===== src/rtl/serial_alu_pkg.sv =====
package serial_alu_pkg;

  localparam int OP_W = 4;

  typedef enum logic [OP_W-1:0] {
    OP_ADD = 4'd0,
    OP_SUB = 4'd1,
    OP_ADC = 4'd2,
    OP_SBB = 4'd3,
    OP_AND = 4'd4,
    OP_OR  = 4'd5,
    OP_XOR = 4'd6,
    OP_NOT = 4'd7,
    OP_INC = 4'd8,
    OP_DEC = 4'd9,
    OP_RSB = 4'd10
  } alu_op_e;

  typedef enum logic [1:0] {
    CIN_ZERO,
    CIN_ONE,
    CIN_FLAG
  } cin_sel_e;

  typedef enum logic [1:0] {
    BSRC_OPND,
    BSRC_ZERO,
    BSRC_ONES
  } bsrc_e;

  typedef enum logic [2:0] {
    FN_SUM,
    FN_AND,
    FN_OR,
    FN_XOR,
    FN_PASS_A
  } fn_e;

  typedef struct packed {
    logic     inv_a;
    logic     inv_b;
    bsrc_e    bsrc;
    cin_sel_e cin;
    fn_e      fn;
  } ctrl_t;

  function automatic ctrl_t decode_op(logic [OP_W-1:0] op);
    ctrl_t c;
    c.inv_a = 1'b0;
    c.inv_b = 1'b0;
    c.bsrc  = BSRC_OPND;
    c.cin   = CIN_ZERO;
    c.fn    = FN_SUM;
    case (op)
      OP_SUB: begin c.inv_b = 1'b1; c.cin = CIN_ONE; end
      OP_ADC: c.cin = CIN_FLAG;
      OP_SBB: begin c.inv_b = 1'b1; c.cin = CIN_FLAG; end
      OP_AND: c.fn = FN_AND;
      OP_OR:  c.fn = FN_OR;
      OP_XOR: c.fn = FN_XOR;
      OP_NOT: begin c.inv_a = 1'b1; c.fn = FN_PASS_A; end
      OP_INC: begin c.bsrc = BSRC_ZERO; c.cin = CIN_ONE; end
      OP_DEC: c.bsrc = BSRC_ONES;
      OP_RSB: begin c.inv_a = 1'b1; c.cin = CIN_ONE; end
      default: ;
    endcase
    return c;
  endfunction

endpackage


===== src/rtl/serial_alu_seq.sv =====
module serial_alu_seq #(
  parameter int WIDTH = 8
) (
  input  logic             clk_i,
  input  logic             rst_ni,
  output logic [WIDTH-1:0] strobe_o,
  output logic             first_o,
  output logic             last_o
);
  localparam int CW = (WIDTH > 1) ? $clog2(WIDTH) : 1;
  localparam logic [CW-1:0] LAST = CW'(WIDTH - 1);

  logic [CW-1:0] cnt_q;

  always_ff @(posedge clk_i or negedge rst_ni) begin
    if (!rst_ni)            cnt_q <= '0;
    else if (cnt_q == LAST) cnt_q <= '0;
    else                    cnt_q <= cnt_q + 1'b1;
  end

  for (genvar k = 0; k < WIDTH; k++) begin : g_dec
    assign strobe_o[k] = (cnt_q == CW'(k));
  end

  assign first_o = strobe_o[0];
  assign last_o  = strobe_o[WIDTH-1];
endmodule


===== src/rtl/serial_alu_shift.sv =====
module serial_alu_shift #(
  parameter int WIDTH = 8
) (
  input  logic             clk_i,
  input  logic             rst_ni,
  input  logic             load_i,
  input  logic [WIDTH-1:0] par_i,
  output logic             bit_o
);
  // bit 0 goes straight to the adder in slot 0; the rest is held here
  logic [WIDTH-2:0] sh_q;

  always_ff @(posedge clk_i or negedge rst_ni) begin
    if (!rst_ni)     sh_q <= '0;
    else if (load_i) sh_q <= par_i[WIDTH-1:1];
    else             sh_q <= sh_q >> 1;
  end

  assign bit_o = load_i ? par_i[0] : sh_q[0];
endmodule


===== src/rtl/serial_alu_core.sv =====
module serial_alu_core
  import serial_alu_pkg::*;
(
  input  logic  clk_i,
  input  logic  rst_ni,
  input  logic  first_i,
  input  ctrl_t ctrl_i,
  input  logic  a_bit_i,
  input  logic  b_bit_i,
  input  logic  flag_i,
  output logic  res_o,
  output logic  cout_o
);
  logic c_q;
  logic a, b, b_src, cin0, cin, g, p, res, cout;

  always_comb begin
    case (ctrl_i.bsrc)
      BSRC_ZERO: b_src = 1'b0;
      BSRC_ONES: b_src = 1'b1;
      default:   b_src = b_bit_i;
    endcase
    case (ctrl_i.cin)
      CIN_ONE:  cin0 = 1'b1;
      CIN_FLAG: cin0 = flag_i;
      default:  cin0 = 1'b0;
    endcase
    a    = a_bit_i ^ ctrl_i.inv_a;
    b    = b_src ^ ctrl_i.inv_b;
    cin  = first_i ? cin0 : c_q;
    g    = a & b;
    p    = a ^ b;
    cout = 1'b0;
    case (ctrl_i.fn)
      FN_AND:    res = g;
      FN_OR:     res = g | p;
      FN_XOR:    res = p;
      FN_PASS_A: res = a;
      default: begin
        res  = p ^ cin;
        cout = g | (p & cin);
      end
    endcase
  end

  always_ff @(posedge clk_i or negedge rst_ni) begin
    if (!rst_ni) c_q <= 1'b0;
    else         c_q <= cout;
  end

  assign res_o  = res;
  assign cout_o = cout;
endmodule


===== src/rtl/serial_alu_flags.sv =====
module serial_alu_flags (
  input  logic clk_i,
  input  logic rst_ni,
  input  logic first_i,
  input  logic last_i,
  input  logic res_i,
  input  logic cout_i,
  output logic carry_o,
  output logic zero_o
);
  logic z_run_q, carry_q, zero_q;

  always_ff @(posedge clk_i or negedge rst_ni) begin
    if (!rst_ni) begin
      z_run_q <= 1'b1;
      carry_q <= 1'b0;
      zero_q  <= 1'b1;
    end else begin
      if (first_i) z_run_q <= ~res_i;
      else         z_run_q <= z_run_q & ~res_i;
      if (last_i) begin
        carry_q <= cout_i;
        zero_q  <= z_run_q & ~res_i;
      end
    end
  end

  assign carry_o = carry_q;
  assign zero_o  = zero_q;
endmodule


===== src/rtl/serial_alu.sv =====
module serial_alu
  import serial_alu_pkg::*;
#(
  parameter int WIDTH = 8
) (
  input  logic             clk_i,
  input  logic             rst_ni,
  input  logic [WIDTH-1:0] opa_i,
  input  logic [WIDTH-1:0] opb_i,
  input  logic [OP_W-1:0]  opcode_i,
  output logic             sum_o,
  output logic [WIDTH-1:0] bit_strobe_o,
  output logic             pc_adv_o,
  output logic             carry_o,
  output logic             zero_o
);
  logic            first, last, a_bit, b_bit, res, cout;
  logic [OP_W-1:0] op_q, op_cur;
  ctrl_t           ctrl;

  serial_alu_seq #(.WIDTH(WIDTH)) u_seq (
    .clk_i, .rst_ni, .strobe_o(bit_strobe_o), .first_o(first), .last_o(last)
  );

  serial_alu_shift #(.WIDTH(WIDTH)) u_sh_a (
    .clk_i, .rst_ni, .load_i(first), .par_i(opa_i), .bit_o(a_bit)
  );

  serial_alu_shift #(.WIDTH(WIDTH)) u_sh_b (
    .clk_i, .rst_ni, .load_i(first), .par_i(opb_i), .bit_o(b_bit)
  );

  always_ff @(posedge clk_i or negedge rst_ni) begin
    if (!rst_ni)    op_q <= '0;
    else if (first) op_q <= opcode_i;
  end

  assign op_cur = first ? opcode_i : op_q;
  assign ctrl   = decode_op(op_cur);

  serial_alu_core u_core (
    .clk_i, .rst_ni, .first_i(first), .ctrl_i(ctrl), .a_bit_i(a_bit),
    .b_bit_i(b_bit), .flag_i(carry_o), .res_o(res), .cout_o(cout)
  );

  serial_alu_flags u_flags (
    .clk_i, .rst_ni, .first_i(first), .last_i(last), .res_i(res),
    .cout_i(cout), .carry_o, .zero_o
  );

  assign sum_o    = res;
  assign pc_adv_o = last;
endmodule


===== config.mk =====
export PLATFORM = sky130hd
export DESIGN_NAME = serial_alu
export DESIGN_NICKNAME = d
export VERILOG_FILES = /design/src/rtl/serial_alu_pkg.sv /design/src/rtl/serial_alu_seq.sv /design/src/rtl/serial_alu_shift.sv /design/src/rtl/serial_alu_core.sv /design/src/rtl/serial_alu_flags.sv /design/src/rtl/serial_alu.sv
export SDC_FILE = /design/constraint.sdc
export NUM_CORES = 1
export LEC_CHECK = 0
export ABC_AREA = 1
export ABC_CLOCK_PERIOD_IN_PS = 3370
export CORE_AREA = 2 2 80 51
export CTS_CLUSTER_SIZE = 40
export DETAILED_ROUTE_END_ITERATION = 12
export DIE_AREA = 0 0 82 53
export PLACE_DENSITY = 0.7
export SLEW_MARGIN = 20
export SYNTH_ARGS = -nofsm -noshare
export SYNTH_HDL_FRONTEND = slang
export SYNTH_HIERARCHICAL = 1
export SYNTH_SLANG_ARGS = --single-unit

===== constraint.sdc =====
create_clock -name clk_i -period 3.37 [get_ports clk_i]
set_input_delay 0.674 -clock clk_i [delete_from_list [all_inputs] [get_ports clk_i]]
set_output_delay 0.674 -clock clk_i [all_outputs]
set_load 0.05 [all_outputs]

# Word-level counts from Yosys, hierarchy flattened
# Index checks and enable logic that the tools add are counted.
[classes] add_sub_neg=1 n_eq_ne=25 n_mux=17 n_bitwise=10 n_reduce_logical=6
[op_table] op="$eq 4x3->1 const B" count=4
[op_table] op="$eq 3x3->1 const B" count=5
[op_table] op="$mux 7" count=2
[op_table] op="$eq 3x2->1 const B" count=4
[op_table] op="$eq 4x4->1 const B" count=3
[op_table] op="$pmux 3 s4" count=1
[op_table] op="$eq 4x2->1 const B" count=2
[op_table] op="$pmux 2 s2" count=2
[op_table] op="$mux 1" count=7
[op_table] op="$eq 3x1->1 const B" count=2
[op_table] op="$reduce_or 2->1" count=3
[op_table] op="$eq 2x1->1 const B" count=2
[op_table] op="$eq 2x2->1 const B" count=2
[op_table] op="$eq 4x1->1 const B" count=1
[op_table] op="$mux 4" count=1
[op_table] op="$pmux 1 s2" count=2
[op_table] op="$pmux 1 s4" count=1
[op_table] op="$reduce_or 4->1" count=1
[op_table] op="$xor 1x1->1" count=4
[op_table] op="$add 3x1->3 const B" count=1
[op_table] op="$and 1x1->1" count=3
[op_table] op="$logic_not 3->1" count=1
[op_table] op="$mux 3" count=1
[op_table] op="$reduce_or 3->1" count=1
[op_table] op="2 further kinds" count=3
[totals] regBits=25 input_bits=22 out_inout_bits=12 wordCells=67

# Logic depth before layout (Yosys ltp)
[depth] depth_word=13 depth_mapped=24 ltp_nobuf=23

# Modules after synthesis
# Netlist, hierarchy kept.
[by_module_without_submodules] mod="serial_alu_shift" instances=2 cells_each=32 area_each_um2=276.5 seq_area_each_um2=175.2
[by_module_without_submodules] mod="serial_alu" instances=1 cells_each=61 area_each_um2=392.9 seq_area_each_um2=100.1
[by_module_without_submodules] mod="serial_alu_core" instances=1 cells_each=45 area_each_um2=276.5 seq_area_each_um2=25.0
[by_module_without_submodules] mod="serial_alu_seq" instances=1 cells_each=30 area_each_um2=236.5 seq_area_each_um2=75.1
[by_module_without_submodules] mod="serial_alu_flags" instances=1 cells_each=12 area_each_um2=116.4 seq_area_each_um2=77.6

# Worst setup path after synthesis
# OpenSTA, ideal clock, no wires.
[synth_timing] kind="reg-to-output" startpoint="register u_seq.cnt_q[0]" endpoint="output sum_o" arrival_ps=3254 t_required_ps=2696 path_slack_ps=-558 stages_incl_launch_ff=19 n_path_buf=1 path_cell_list="dfrtp_1 > inv_1 > ha_1 > inv_1 > nor2_1 > buf_6 > nand2_2 > nand2_4 > nand2_2 > nor3_1 > inv_1 > ha_1 > nand2_1 > o21ai_1 > xnor2_1 > fa_1 > inv_1 > nand4_1 > nand3_1"
[synth_rtl] item="from (decl)" line="serial_alu_seq.sv:13" source="logic [CW-1:0] cnt_q;"
[synth_rtl] item="from (signal assigned)" line="serial_alu_seq.sv:18" source="else cnt_q <= cnt_q + 1'b1;"
[synth_rtl] item="to (decl)" line="serial_alu.sv:11" source="output logic sum_o,"

==> impl_metrics.json <==
{
  "syn_inst": 212,
  "dp_hpwl_um": 2470,
  "grt_pass1_vias": 1254,
  "seqPwrFrac": 0.468,
  "power.total_mw": 0.700,
  "grt_use_met2": 0.286,
  "routedWlPerCell_um": 10.5,
  "min_path_type": "register to register",
  "use_met3": 0.0529,
  "tightest_slew_ns": 0.522,
  "grt_antenna_before_repair": 0,
  "clk_latency_ns": 0.28,
  "syn_nets": 246,
  "busiest_layer": "met2",
  "ys_warn_count": 6,
  "worstPathArrival_ns": 3.17,
  "finClkSkew_ns": 0.00620,
  "leakage_nw": 1.25,
  "r2r-end": "u_flags/zero_o",
  "synth_seq_area_share": 0.399,
  "core_area_um2": 3570,
  "grt_max_degree": 26,
  "die_w_um": 82,
  "peakVddDrop_mv": 0.186,
  "syn_area_um2": 1580,
  "r2r-start": "u_seq/cnt_q[1]",
  "worst_slack_ns": -0.477,
  "drtPass1Iterations": 4,
  "fillers": 312,
  "reg2regPathDepth": 22,
  "postPlaceCellArea_um2": 2160,
  "cts_buffer_depth": 2,
  "cts.sinks": 25,
  "pwr-share-comb": 0.256,
  "synth_cell_types": 24,
  "path_clk_slew_ns": 0.10,
  "drc": 0,
  "cts_tree": "done",
  "switching_share": 0.292,
  "min_period_ns": 3.85,
  "p_per_area_nw_per_um2": 297,
  "synth_flop_cell": "dfrtp_1",
  "run_status": "finished, violations left",
  "criticalPathCategory": "register to output pin",
  "rows": 17,
  "grt_overflow": 0,
  "drtIter0Drc": 49,
  "cts_buffers": 3,
  "async_flop_share": 1.00,
  "end_kind": "output pin",
  "rsz0062_at_grt": "true",
  "via_count": 1388,
  "grt_pass1_wl_um": 5590,
  "cp_max_fo": 4,
  "max-cap-violations": 0,
  "setup_viol": 1,
  "start_kind": "register",
  "use_met1": 0.229,
  "final_util": 0.659,
  "whs_ns": 0.448,
  "critical_path.endpoint": "sum_o",
  "synthToLayoutAreaGrowth_pct": 49.5,
  "gp_congestion": 0.767,
  "viasPerCell": 4.30,
  "slew_headroom": 0.651,
  "cts_hold_buf": 0,
  "cp.required_ns": 2.70,
  "htree_levels": 1,
  "die_y_um": 53,
  "reg2reg_slack_ns": 0.24,
  "routed_wl_um": 3410,
  "drv_slew": 0,
  "finalCritPeriodShare": 1.14,
  "dieArea_um2": 4350,
  "n_antenna_cell": 0,
  "ios": 34,
  "ys_ff_latch": 25,
  "layout-drive-gt1-share": 0.283,
  "clockRootBuffer": "clkbuf_8",
  "place.port_buffers": 33,
  "fmax_mhz": 260,
  "clkPwrFrac": 0.276,
  "finish.net_count": 311,
  "p_sw_mw": 0.204,
  "syn_avg_cell_area_um2": 7.43,
  "hold_viol": 0,
  "p_int_mw": 0.496,
  "fin_area_um2": 2350,
  "initial_utilization": 0.441,
  "startpoint": "u_seq/cnt_q[1]",
  "violations": "setup timing",
  "track_usage": 0.177,
  "synth_edf_count": 0,
  "postRouteAntennaNets": 0
}
-- cells in the final DEF, fill, tap and decap left out, drive strengths merged --
cell           count
a21oi              1
buf               33
clkbuf             3
clkdlybuf4s50     32
dfrtp             23
dfstp              2
fa                 1
ha                11
inv               42
nand2             93
nand3              6
nand4              1
nor2              20
nor3               3
o21a               1
o21ai              3
xnor2              1
-- worst min path at each step --
stage,startpoint,endpoint,cells past startpoint
after floorplan,rst_ni,op_q[0],0
after global placement,u_sh_a/sh_q[6],u_sh_a/sh_q[5],2
after detailed placement,u_sh_b/sh_q[5],u_sh_b/sh_q[4],2
after CTS,u_sh_b/sh_q[5],u_sh_b/sh_q[4],2
after global routing,u_sh_b/sh_q[1],u_sh_b/sh_q[0],2
final,u_sh_b/sh_q[5],u_sh_b/sh_q[4],2
-- sequential cells by signal, summed over array words and instances, names as in the netlist --
| signal | count |
|---|---|
| op_q | 4 |
| u_flags/zero_o | 1 |
| u_flags/carry_o | 1 |
| u_seq/cnt_q | 3 |
| u_sh_a/sh_q | 7 |
| u_core/c_q | 1 |
| u_sh_b/sh_q | 7 |
| u_flags/z_run_q | 1 |
-- through the flow --
step | TNS (ns) | setup WS, ns | std cells
6_report | -0.477 | -0.477 | 323
3_3_place_gp | -0.406 | -0.406 | 314
4_1_cts | -0.460 | -0.460 | 323
5_1_grt | -0.661 | -0.661 | 323
3_5_place_dp | -0.445 | -0.445 | 314
2_1_floorplan | -0.198 | -0.198 | 212
-- final cells by class --
cell class              instances  area, um^2  area share
multi-input cells             141         861       0.366
flip-flops and latches         25         628       0.267
repair buffers                 65         596       0.253
inverters                      41         161      0.0685
well taps                      47        58.8      0.0250
clock buffers                   3        41.3      0.0175
clock inverters                 1        8.76     0.00372
-- synthesized netlist by cell type, types with 3 or more instances --
master	number	area share
nand2_4	3	0.021
nand2_2	9	0.036
inv_2	5	0.012
nand3_1	5	0.016
nand2_1	81	0.19
buf_6	3	0.021
nor3_1	3	0.0095
nor2_1	17	0.041
dfrtp_1	23	0.37
ha_1	11	0.087
inv_1	35	0.083
-- routing by layer --
metal | part of all wire | up-vias
li1 | - | 743
met1 | 0.50 | 611
met2 | 0.44 | 29
met3 | 0.050 | 5
met4 | 0.011 | 0
met5 | 0 | -
-- power groups by stage --
stage | Sequential (mW) | Clock [mW] | Combinational, mW
2_1_floorplan | 0.341 | 0 | 0.0754
3_3_place_gp | 0.333 | 0 | 0.162
3_5_place_dp | 0.333 | 0 | 0.163
4_1_cts | 0.328 | 0.201 | 0.177
5_1_grt | 0.330 | 0.218 | 0.198
6_report | 0.328 | 0.193 | 0.179
-- worst max-delay path, cell delays in order, from the launching register on --
cell,delay (ns)
dfrtp_1,0.40
inv_2,0.08
ha_4,0.13
inv_2,0.04
nor2_4,0.22
buf_6,0.14
nand2_1,0.08
nand2_4,0.11
buf_6,0.11
nand2_1,0.04
nand2_1,0.08
inv_1,0.05
ha_1,0.30
o21ai_1,0.12
o21ai_1,0.10
fa_1,0.51
inv_1,0.04
nand4_1,0.10
nand3_4,0.09
buf_12,0.16
-- what timing repair did --
| item | 4_1_cts | 5_1_grt |
|---|---|---|
| gates resized for setup | 23 | 4 |
| pin swaps | 10 | 3 |
| buffers inserted | 6 | 0 |
| setup endpoints to repair | 1 | 1 |
-- kinds of logic after synthesis --
logic type               count (synthesis)  synth area share
buffers and inverters                   46             0.133
AND/OR/NAND/NOR                        123             0.345
flip-flops                              25             0.399
AO/OA/AOI/OAI                            5            0.0175
XOR/XNOR                                 1           0.00556
adder cells (fa/ha/maj)                 12             0.100
No activity file was read; power rests on OpenSTA's default activity.
